[config.mk]
export PLATFORM = sky130hd
export DESIGN_NAME = sad_block_matcher
export DESIGN_NICKNAME = d
export VERILOG_FILES = /design/src/rtl/sbm_pkg.sv /design/src/rtl/sbm_pe_array.sv /design/src/rtl/sbm_accum.sv /design/src/rtl/sbm_best.sv /design/src/rtl/sbm_ctrl.sv /design/src/rtl/sad_block_matcher.sv
export SDC_FILE = /design/constraint.sdc
export NUM_CORES = 1
export LEC_CHECK = 0
export ABC_AREA = 1
export BUFFER_PORTS_ARGS = -buffer_cell sky130_fd_sc_hd__buf_2
export CAP_MARGIN = 10
export CORE_MARGIN = 2
export CORE_UTILIZATION = 40
export CTS_CLUSTER_DIAMETER = 100
export DETAILED_ROUTE_END_ITERATION = 16
export GPL_ROUTABILITY_DRIVEN = 0
export SLEW_MARGIN = 20
export SYNTH_ARGS = -nofsm -noshare
export SYNTH_HDL_FRONTEND = slang
export SYNTH_SLANG_ARGS = --single-unit
export TNS_END_PERCENT = 50
[constraint.sdc]
create_clock -name clk -period 9.7 [get_ports clk]
set_input_delay 0.97 -clock clk [delete_from_list [all_inputs] [get_ports clk]]
set_output_delay 0.97 -clock clk [all_outputs]
set_load 0.03 [all_outputs]
[src/rtl/sbm_pkg.sv]
// Shared types for the SAD block matcher.
// Assumes: nothing beyond IEEE 1800-2017.
package sbm_pkg;
    typedef enum logic [2:0] {
        ST_IDLE,
        ST_SETUP,
        ST_SCAN,
        ST_DRAIN,
        ST_DONE
    } ctrl_state_t;

    localparam logic MODE_FULL = 1'b0;
    localparam logic MODE_TSS  = 1'b1;
endpackage

[src/rtl/sbm_pe_array.sv]
// Lane array plus adder tree: one row of |cur-ref| reduced to a row sum.
// Assumes: LANES is a power of two; purely combinational.
module sbm_pe_array #(
    parameter int LANES = 16,
    parameter int PIX_W = 8,
    parameter int SAD_W = 16
) (
    input  logic [LANES*PIX_W-1:0] cur_row,
    input  logic [LANES*PIX_W-1:0] ref_row,
    output logic [SAD_W-1:0]       row_sad
);
    localparam int LVLS = $clog2(LANES);

    for (genvar l = 0; l <= LVLS; l++) begin : g_lvl
        localparam int N = LANES >> l;
        logic [SAD_W-1:0] sum [N];
        if (l == 0) begin : g_leaf
            for (genvar k = 0; k < N; k++) begin : g_pe
                logic [PIX_W-1:0] c_px;
                logic [PIX_W-1:0] r_px;
                assign c_px = cur_row[k*PIX_W +: PIX_W];
                assign r_px = ref_row[k*PIX_W +: PIX_W];
                // Absolute difference of one lane.
                assign sum[k] = (c_px > r_px) ? SAD_W'(c_px - r_px) : SAD_W'(r_px - c_px);
            end
        end else begin : g_node
            for (genvar k = 0; k < N; k++) begin : g_add
                // Pairwise reduction of the level below.
                assign sum[k] = g_lvl[l-1].sum[2*k] + g_lvl[l-1].sum[2*k+1];
            end
        end
    end

    assign row_sad = g_lvl[LVLS].sum[0];
endmodule

[src/rtl/sbm_accum.sv]
// Row accumulator: adds LANES row sums into one candidate SAD.
// Assumes: rows of a candidate arrive in order 0..LANES-1 on consecutive cycles.
module sbm_accum #(
    parameter int LANES = 16,
    parameter int PIX_W = 8,
    parameter int SAD_W = 16,
    parameter int MV_W  = 6
) (
    input  logic                   clk,
    input  logic                   rst_n,
    input  logic                   row_valid,
    input  logic [$clog2(LANES)-1:0] row_idx,
    input  logic [SAD_W-1:0]       row_sad,
    input  logic [MV_W-1:0]        mv_x,
    input  logic [MV_W-1:0]        mv_y,
    output logic                   cand_valid,
    output logic [SAD_W-1:0]       cand_sad,
    output logic [MV_W-1:0]        cand_x,
    output logic [MV_W-1:0]        cand_y
);
    localparam int ROW_W = $clog2(LANES);
    localparam logic [ROW_W-1:0] LAST_ROW = ROW_W'(LANES - 1);
    localparam logic [SAD_W-1:0] SAD_CEIL = SAD_W'(LANES * LANES * ((1 << PIX_W) - 1));

    logic [SAD_W-1:0] acc_q;
    logic [SAD_W-1:0] acc_next;

    // Restart on row 0, otherwise extend the running sum.
    assign acc_next = (row_idx == '0) ? row_sad : acc_q + row_sad;

    // Register running sum and publish a finished candidate.
    always_ff @(posedge clk) begin
        if (!rst_n) begin
            acc_q      <= '0;
            cand_valid <= 1'b0;
            cand_sad   <= '0;
            cand_x     <= '0;
            cand_y     <= '0;
        end else begin
            cand_valid <= row_valid && (row_idx == LAST_ROW);
            if (row_valid) begin
                acc_q <= acc_next;
                if (row_idx == LAST_ROW) begin
                    cand_sad <= acc_next;
                    cand_x   <= mv_x;
                    cand_y   <= mv_y;
                end
            end
        end
    end

    AST_CAND_FROM_LAST_ROW: assert property (@(posedge clk) disable iff (!rst_n)
        cand_valid |-> ($past(row_valid) && $past(row_idx) == LAST_ROW));
    AST_SAD_CEIL: assert property (@(posedge clk) disable iff (!rst_n)
        cand_valid |-> cand_sad <= SAD_CEIL);
endmodule

[src/rtl/sbm_best.sv]
// Best-match register: keeps the smallest SAD seen and its vector.
// Assumes: load has priority; ties never replace the stored entry.
module sbm_best #(
    parameter int SAD_W = 16,
    parameter int MV_W  = 6
) (
    input  logic             clk,
    input  logic             rst_n,
    input  logic             load,
    input  logic [MV_W-1:0]  init_x,
    input  logic [MV_W-1:0]  init_y,
    input  logic             cand_valid,
    input  logic [SAD_W-1:0] cand_sad,
    input  logic [MV_W-1:0]  cand_x,
    input  logic [MV_W-1:0]  cand_y,
    output logic [SAD_W-1:0] best_sad,
    output logic [MV_W-1:0]  best_x,
    output logic [MV_W-1:0]  best_y
);
    // Seed on load, then take only strictly smaller scores.
    always_ff @(posedge clk) begin
        if (!rst_n) begin
            best_sad <= '1;
            best_x   <= '0;
            best_y   <= '0;
        end else if (load) begin
            best_sad <= '1;
            best_x   <= init_x;
            best_y   <= init_y;
        end else if (cand_valid && (cand_sad < best_sad)) begin
            best_sad <= cand_sad;
            best_x   <= cand_x;
            best_y   <= cand_y;
        end
    end

    AST_BEST_NO_RISE: assert property (@(posedge clk) disable iff (!rst_n)
        !load |=> best_sad <= $past(best_sad));
    AST_BEST_TAKES_SMALLER: assert property (@(posedge clk) disable iff (!rst_n)
        (!load && cand_valid && cand_sad < best_sad) |=> best_sad == $past(cand_sad));
endmodule

[src/rtl/sbm_ctrl.sv]
// Search controller: forms the window per pass, walks grid points,
// skips points outside the window and issues one row request per cycle.
// Assumes: center within +-MV_LIMIT, range <= MV_LIMIT, MV_W holds 2*MV_LIMIT+1.
module sbm_ctrl
    import sbm_pkg::*;
#(
    parameter int LANES     = 16,
    parameter int MV_W      = 6,
    parameter int RANGE_W   = 5,
    parameter int MV_LIMIT  = 15,
    parameter int TSS_ITERS = 4
) (
    input  logic                     clk,
    input  logic                     rst_n,
    input  logic                     start,
    input  logic                     mode,
    input  logic signed [MV_W-1:0]   center_x,
    input  logic signed [MV_W-1:0]   center_y,
    input  logic [RANGE_W-1:0]       range_i,
    input  logic signed [MV_W-1:0]   best_x,
    input  logic signed [MV_W-1:0]   best_y,
    output logic                     req_valid,
    output logic signed [MV_W-1:0]   req_x,
    output logic signed [MV_W-1:0]   req_y,
    output logic [$clog2(LANES)-1:0] req_row,
    output logic                     load_best,
    output logic                     done
);
    localparam int ROW_W = $clog2(LANES);
    localparam int IT_W  = (TSS_ITERS > 1) ? $clog2(TSS_ITERS) : 1;
    localparam int FIRST_STEP = 1 << (TSS_ITERS - 1);
    localparam logic signed [MV_W-1:0] LIM = MV_W'(MV_LIMIT);
    localparam logic [ROW_W-1:0] LAST_ROW = ROW_W'(LANES - 1);
    localparam logic [IT_W-1:0]  LAST_IT  = IT_W'(TSS_ITERS - 1);

    ctrl_state_t state_q;
    logic                   mode_q;
    logic [RANGE_W-1:0]     range_q;
    logic [IT_W-1:0]        iter_q;
    logic signed [MV_W-1:0] org_x_q, org_y_q;
    logic signed [MV_W-1:0] step_q;
    logic signed [MV_W-1:0] lo_x_q, hi_x_q, lo_y_q, hi_y_q;
    logic signed [MV_W-1:0] x_first_q, x_last_q, y_last_q;
    logic signed [MV_W-1:0] px_q, py_q;
    logic [ROW_W-1:0]       row_q;

    logic signed [MV_W-1:0] rng_s, ctr_x, ctr_y, step_n;
    logic signed [MV_W-1:0] fs_lo_x, fs_hi_x, fs_lo_y, fs_hi_y;
    logic signed [MV_W-1:0] lo_x_n, hi_x_n, lo_y_n, hi_y_n;
    logic signed [MV_W-1:0] first_x, last_x, first_y, last_y;
    logic signed [MV_W:0]   nx, ny, xl_ext, yl_ext;
    logic                   in_win, last_row;

    // Window and grid of the coming pass, from shifts and adds only.
    always_comb begin
        rng_s   = MV_W'(range_q);
        ctr_x   = (iter_q == '0) ? org_x_q : best_x;
        ctr_y   = (iter_q == '0) ? org_y_q : best_y;
        step_n  = (mode_q == MODE_FULL) ? MV_W'(1) : MV_W'(FIRST_STEP >> iter_q);
        fs_lo_x = (org_x_q - rng_s < -LIM) ? -LIM : org_x_q - rng_s;
        fs_hi_x = (org_x_q + rng_s > LIM)  ?  LIM : org_x_q + rng_s;
        fs_lo_y = (org_y_q - rng_s < -LIM) ? -LIM : org_y_q - rng_s;
        fs_hi_y = (org_y_q + rng_s > LIM)  ?  LIM : org_y_q + rng_s;
        if (mode_q == MODE_FULL) begin
            lo_x_n = fs_lo_x; hi_x_n = fs_hi_x;
            lo_y_n = fs_lo_y; hi_y_n = fs_hi_y;
            first_x = fs_lo_x; last_x = fs_hi_x;
            first_y = fs_lo_y; last_y = fs_hi_y;
        end else begin
            lo_x_n = -rng_s; hi_x_n = rng_s;
            lo_y_n = -rng_s; hi_y_n = rng_s;
            first_x = ctr_x - step_n; last_x = ctr_x + step_n;
            first_y = ctr_y - step_n; last_y = ctr_y + step_n;
        end
    end

    // Scan position checks with one guard bit against overflow.
    always_comb begin
        nx       = (MV_W+1)'(px_q) + (MV_W+1)'(step_q);
        ny       = (MV_W+1)'(py_q) + (MV_W+1)'(step_q);
        xl_ext   = (MV_W+1)'(x_last_q);
        yl_ext   = (MV_W+1)'(y_last_q);
        in_win   = (px_q >= lo_x_q) && (px_q <= hi_x_q) &&
                   (py_q >= lo_y_q) && (py_q <= hi_y_q);
        last_row = (row_q == LAST_ROW);
    end

    assign req_valid = (state_q == ST_SCAN) && in_win;
    assign req_x     = px_q;
    assign req_y     = py_q;
    assign req_row   = row_q;
    assign load_best = (state_q == ST_IDLE) && start;
    assign done      = (state_q == ST_DONE);

    // Pass sequencing and point-by-point walk.
    always_ff @(posedge clk) begin
        if (!rst_n) begin
            state_q   <= ST_IDLE;
            mode_q    <= MODE_FULL;
            range_q   <= '0;
            iter_q    <= '0;
            org_x_q   <= '0;
            org_y_q   <= '0;
            step_q    <= '0;
            lo_x_q    <= '0;
            hi_x_q    <= '0;
            lo_y_q    <= '0;
            hi_y_q    <= '0;
            x_first_q <= '0;
            x_last_q  <= '0;
            y_last_q  <= '0;
            px_q      <= '0;
            py_q      <= '0;
            row_q     <= '0;
        end else begin
            case (state_q)
                ST_IDLE: begin
                    if (start) begin
                        mode_q  <= mode;
                        range_q <= range_i;
                        org_x_q <= center_x;
                        org_y_q <= center_y;
                        iter_q  <= '0;
                        state_q <= ST_SETUP;
                    end
                end
                ST_SETUP: begin
                    step_q    <= step_n;
                    lo_x_q    <= lo_x_n;
                    hi_x_q    <= hi_x_n;
                    lo_y_q    <= lo_y_n;
                    hi_y_q    <= hi_y_n;
                    x_first_q <= first_x;
                    x_last_q  <= last_x;
                    y_last_q  <= last_y;
                    px_q      <= first_x;
                    py_q      <= first_y;
                    row_q     <= '0;
                    state_q   <= ST_SCAN;
                end
                ST_SCAN: begin
                    if (in_win && !last_row) begin
                        row_q <= row_q + 1'b1;
                    end else begin
                        row_q <= '0;
                        if (nx > xl_ext) begin
                            px_q <= x_first_q;
                            if (ny > yl_ext) state_q <= ST_DRAIN;
                            else             py_q    <= py_q + step_q;
                        end else begin
                            px_q <= px_q + step_q;
                        end
                    end
                end
                ST_DRAIN: begin
                    if (mode_q == MODE_FULL || iter_q == LAST_IT) begin
                        state_q <= ST_DONE;
                    end else begin
                        iter_q  <= iter_q + 1'b1;
                        state_q <= ST_SETUP;
                    end
                end
                ST_DONE:  state_q <= ST_IDLE;
                default:  state_q <= ST_IDLE;
            endcase
        end
    end

    AST_ROW_ORDER: assert property (@(posedge clk) disable iff (!rst_n)
        (req_valid && req_row != LAST_ROW) |=> (req_valid && req_row == $past(req_row) + 1'b1));
    AST_MV_HOLD: assert property (@(posedge clk) disable iff (!rst_n)
        (req_valid && req_row != LAST_ROW) |=> ($stable(req_x) && $stable(req_y)));
    AST_MV_LIMIT: assert property (@(posedge clk) disable iff (!rst_n)
        req_valid |-> (req_x >= -LIM && req_x <= LIM && req_y >= -LIM && req_y <= LIM));
    AST_DONE_PULSE: assert property (@(posedge clk) disable iff (!rst_n)
        done |=> !done);
endmodule

[src/rtl/sad_block_matcher.sv]
// Top of the SAD block matcher: controller, lane array, accumulator, best register.
// Assumes: the pixel store answers a row request combinationally in the same cycle.
module sad_block_matcher #(
    parameter int LANES     = 16,
    parameter int PIX_W     = 8,
    parameter int MV_W      = 6,
    parameter int RANGE_W   = 5,
    parameter int MV_LIMIT  = 15,
    parameter int TSS_ITERS = 4,
    localparam int SAD_W    = PIX_W + 2 * $clog2(LANES),
    localparam int ROW_W    = $clog2(LANES)
) (
    input  logic                   clk,
    input  logic                   rst_n,
    input  logic                   start,
    input  logic                   mode,
    input  logic [MV_W-1:0]        center_x,
    input  logic [MV_W-1:0]        center_y,
    input  logic [RANGE_W-1:0]     search_range,
    input  logic [LANES*PIX_W-1:0] cur_row,
    input  logic [LANES*PIX_W-1:0] ref_row,
    output logic                   req_valid,
    output logic [MV_W-1:0]        req_mv_x,
    output logic [MV_W-1:0]        req_mv_y,
    output logic [ROW_W-1:0]       req_row,
    output logic                   done,
    output logic [MV_W-1:0]        best_mv_x,
    output logic [MV_W-1:0]        best_mv_y,
    output logic [SAD_W-1:0]       best_sad
);
    logic             load_best;
    logic [SAD_W-1:0] row_sad;
    logic             cand_valid;
    logic [SAD_W-1:0] cand_sad;
    logic [MV_W-1:0]  cand_x, cand_y;

    sbm_ctrl #(
        .LANES(LANES), .MV_W(MV_W), .RANGE_W(RANGE_W),
        .MV_LIMIT(MV_LIMIT), .TSS_ITERS(TSS_ITERS)
    ) u_ctrl (
        .clk(clk), .rst_n(rst_n), .start(start), .mode(mode),
        .center_x(center_x), .center_y(center_y), .range_i(search_range),
        .best_x(best_mv_x), .best_y(best_mv_y),
        .req_valid(req_valid), .req_x(req_mv_x), .req_y(req_mv_y),
        .req_row(req_row), .load_best(load_best), .done(done)
    );

    sbm_pe_array #(.LANES(LANES), .PIX_W(PIX_W), .SAD_W(SAD_W)) u_pe (
        .cur_row(cur_row), .ref_row(ref_row), .row_sad(row_sad)
    );

    sbm_accum #(.LANES(LANES), .PIX_W(PIX_W), .SAD_W(SAD_W), .MV_W(MV_W)) u_acc (
        .clk(clk), .rst_n(rst_n), .row_valid(req_valid), .row_idx(req_row),
        .row_sad(row_sad), .mv_x(req_mv_x), .mv_y(req_mv_y),
        .cand_valid(cand_valid), .cand_sad(cand_sad),
        .cand_x(cand_x), .cand_y(cand_y)
    );

    sbm_best #(.SAD_W(SAD_W), .MV_W(MV_W)) u_best (
        .clk(clk), .rst_n(rst_n), .load(load_best),
        .init_x(center_x), .init_y(center_y),
        .cand_valid(cand_valid), .cand_sad(cand_sad),
        .cand_x(cand_x), .cand_y(cand_y),
        .best_sad(best_sad), .best_x(best_mv_x), .best_y(best_mv_y)
    );
endmodule

==> flow_summary.yaml <==
sta:
  final_hold_viol_count: 0
  slew_headroom_pct: 39.9
  setup_viol: 0
  skew_ns: 0.0112
  drv_slew: 0
  period_share_pct: 92.5
  finalSetupTns_ns: 0
  rsz0062_at_grt: "false"
  period_needed_ns: 8.97
  tightest_slew_ns: 0.893
  fmax_mhz: 112
synthesis:
  yosys_warnings: 0
  synth_edf_count: 0
  synth_top_cell_area_share_pct: 19.0
  synth_area_leaders: "ha_1 (19%), fa_1 (14%), inv_1 (13%), dfxtp_1 (12%), nand2_1 (11%)"
  synth.net_count: 4735
  yosysMostFrequentCell: "inv_1"
  yosysTopAreaCell: "ha_1"
  syn_inst: 3878
  synth_seq_area_share_pct: 12.0
  synth_cell_types: 55
  ys_ff_latch: 158
  netlist_area_sq_mm: 0.0263
  dominantRegCellSynth: "dfxtp_1"
  synth_commonest_cells: "inv_1 (881), nand2_1 (788), ha_1 (400), a21oi_1 (373), o21ai_0 (236)"
  avgSynthCellArea_sq_um: 6.79
  synthArstFlopShare_pct: 0
worst_setup_path:
  rrSetupSlack_ns: 5.81
  r2r-end: "u_ctrl.req_y[3]"
  cpPeakStageDelay_ns: 0.57
  crit_path_start: "cur_row[10]"
  crit_top_cell: "inv_1"
  r2r_start: "u_ctrl.req_x[0]"
  cp.arrival_ns: 9.32
  cp.required_ns: 10.05
  cp_slowest_cell: "fa_1"
  worstSetupPathType: "primary input to register"
  crit_path_end_kind: "register"
  rr_worst_depth: 20
  path_max_fanout: 9
  start_kind: "primary input"
drt:
  wire_per_inst_microns: 15.5
  drtPass1Iterations: 6
  vias_per_cell: 4.98
  drt-initial-drc-count: 1409
  ant_nets: 0
  wirelength_microns: 78100
  drc: 0
  num_vias: 25023
final_layout:
  area_delta_synth_final_pct: 11.6
  drive_above_1_share_pct: 10.0
  nNetsFinal: 5003
  final_cells: 5027
  postLayoutCoreUtil_pct: 44.9
  design_area_sq_mm: 0.0294
global_route:
  grt_pass1_vias: 24649
  overflow: 0
  grtUsageTotal_pct: 23.4
  antenna_found_initial: 10
  grt_pass1_wl_microns: 126000
  grt_max_degree: 75
floorplan:
  die-area_sq_mm: 0.0679
  core_area_sq_mm: 0.0655
  row_count: 94
  start_util_pct: 40.2
  die_y_microns: 261
  die_width_microns: 261
  ios: 323
placement:
  place_hpwl_microns: 66300
  numPortBuffers: 322
  place_area_sq_mm: 0.0288
  numPlacedInstances: 4991
outcome:
  status: "completed"
clock_tree:
  cts_sinks: 158
  path_clk_slew_ns: 0.06
  root_buffer: "clkbuf_16"
  h-tree-depth: 4
  cts_buffer_depth: 2
  cts_buffers: 17
  cts_tree: "done"
  clkLatencyLatePin_ns: 0.46
  post_cts_buffers: 0
hold_path:
  hold_start: "u_acc.cand_x[1]"
  hold_depth: 2
  hp-class: "register to register"
  min_to: "u_acc.cand_x[1]"
flow_run:
  cap_violations: 0
==> sequential cells by signal, indices dropped and copies added, names as in the netlist, 4 cells and up <==
name              count
u_acc.acc_q          16
u_acc.cand_sad       16
u_best.best_sad      16
u_acc.cand_x          6
u_acc.cand_y          6
u_best.best_x         6
u_best.best_y         6
u_ctrl.hi_x_q         6
u_ctrl.hi_y_q         6
u_ctrl.lo_x_q         6
u_ctrl.lo_y_q         6
u_ctrl.org_x_q        6
u_ctrl.org_y_q        6
u_ctrl.req_x          6
u_ctrl.req_y          6
u_ctrl.x_first_q      6
u_ctrl.x_last_q       6
u_ctrl.y_last_q       6
u_ctrl.range_q        5
u_ctrl.req_row        4
u_ctrl.step_q         4
==> metrics by stage <==
stage | setup WS, ns | hold slack (ns)
detailed placement | 0.252 | 0.463
floorplan | 1.27 | 0.443
global placement | 0.326 | 0.454
finish | 0.732 | 0.467
global route | 0.00880 | 0.496
CTS | 0.700 | 0.473
==> area by class of cell <==
cell class | count | area [sq um]
repair buffers | 334 | 1700
multi-input cells | 2749 | 19500
flip-flops and latches | 158 | 3160
clock buffers | 20 | 457
well taps | 864 | 1080
inverters | 886 | 3330
fillers | 6878 | 36100
diodes | 4 | 10.0
clock inverters | 12 | 166
==> cell families (layout without fill, tap and decap cells) <==
family | after synthesis | in the layout | share of synthesized area (%)
XOR/XNOR | 144 | 144 | 4.79
other | 0 | 4 | 0
AO/OA/AOI/OAI | 780 | 780 | 16.4
AND/OR/NAND/NOR | 1224 | 1224 | 19.3
adder cells (fa/ha/maj) | 580 | 580 | 32.7
flip-flops | 158 | 158 | 12.0
multiplexers | 21 | 21 | 0.850
buffers and inverters | 971 | 1252 | 14.0
==> what timing repair did <==
action,in CTS,in global routing
endpoints found under the setup margin,0,8
gates resized for setup,0,5
hold buffers,0,0
==> worst max path at each step <==
| stage | to | slack, ns | depth (start not counted) |
|---|---|---|---|
| after floorplan | u_acc.acc_q[15] | 1.27 | 47 |
| after global placement | u_acc.acc_q[14] | 0.33 | 40 |
| after detailed placement | u_acc.cand_sad[9] | 0.25 | 44 |
| after CTS | u_acc.cand_sad[9] | 0.70 | 44 |
| after global routing | u_acc.cand_sad[15] | 0.009 | 50 |
| final | u_acc.acc_q[14] | 0.73 | 42 |
==> layer usage <==
metal	global-route usage, %	routed length, microns	up-vias
met3	2.96	3850	91
li1	-	-	12765
met4	5.59	1610	12
met5	0	58	-
met2	41.0	37100	604
met1	30.3	35500	11551
==> cells in the final DEF (no fill, tap or decap), types with 4 or more instances in the layout <==
cell type / count
mux2i_1: 10
ha_1: 400
a211oi_1: 5
a21boi_0: 4
or2_2: 13
nand3_1: 143
clkinv_2: 6
o21ai_1: 16
bufinv_16: 4
a221oi_1: 8
nand3b_1: 10
mux2_2: 11
nand2_1: 787
fa_1: 180
o211ai_1: 36
buf_2: 322
o21a_1: 11
o2111ai_1: 5
nor2_1: 184
clkbuf_16: 17
o21ai_0: 233
xor2_1: 103
nor3_1: 22
dfxtp_1: 158
diode_2: 4
o22ai_1: 20
nand4_1: 45
a21oi_2: 10
inv_1: 881
o221ai_1: 15
o31ai_1: 7
o21bai_1: 12
buf_4: 12
and2_1: 5
xnor2_1: 41
a21oi_1: 373
a21o_1: 15
nand2_2: 5
==> critical path: cells and delay by family <==
family,cells,cell delay [ns]
AO/OA/AOI/OAI,8,1.49
adder cells (fa/ha/maj),9,4.27
buffers and inverters,10,0.84
AND/OR/NAND/NOR,15,1.74
Power is not shown: default switching activity piles up to over one toggle a cycle in this logic, so the estimate is an artifact.
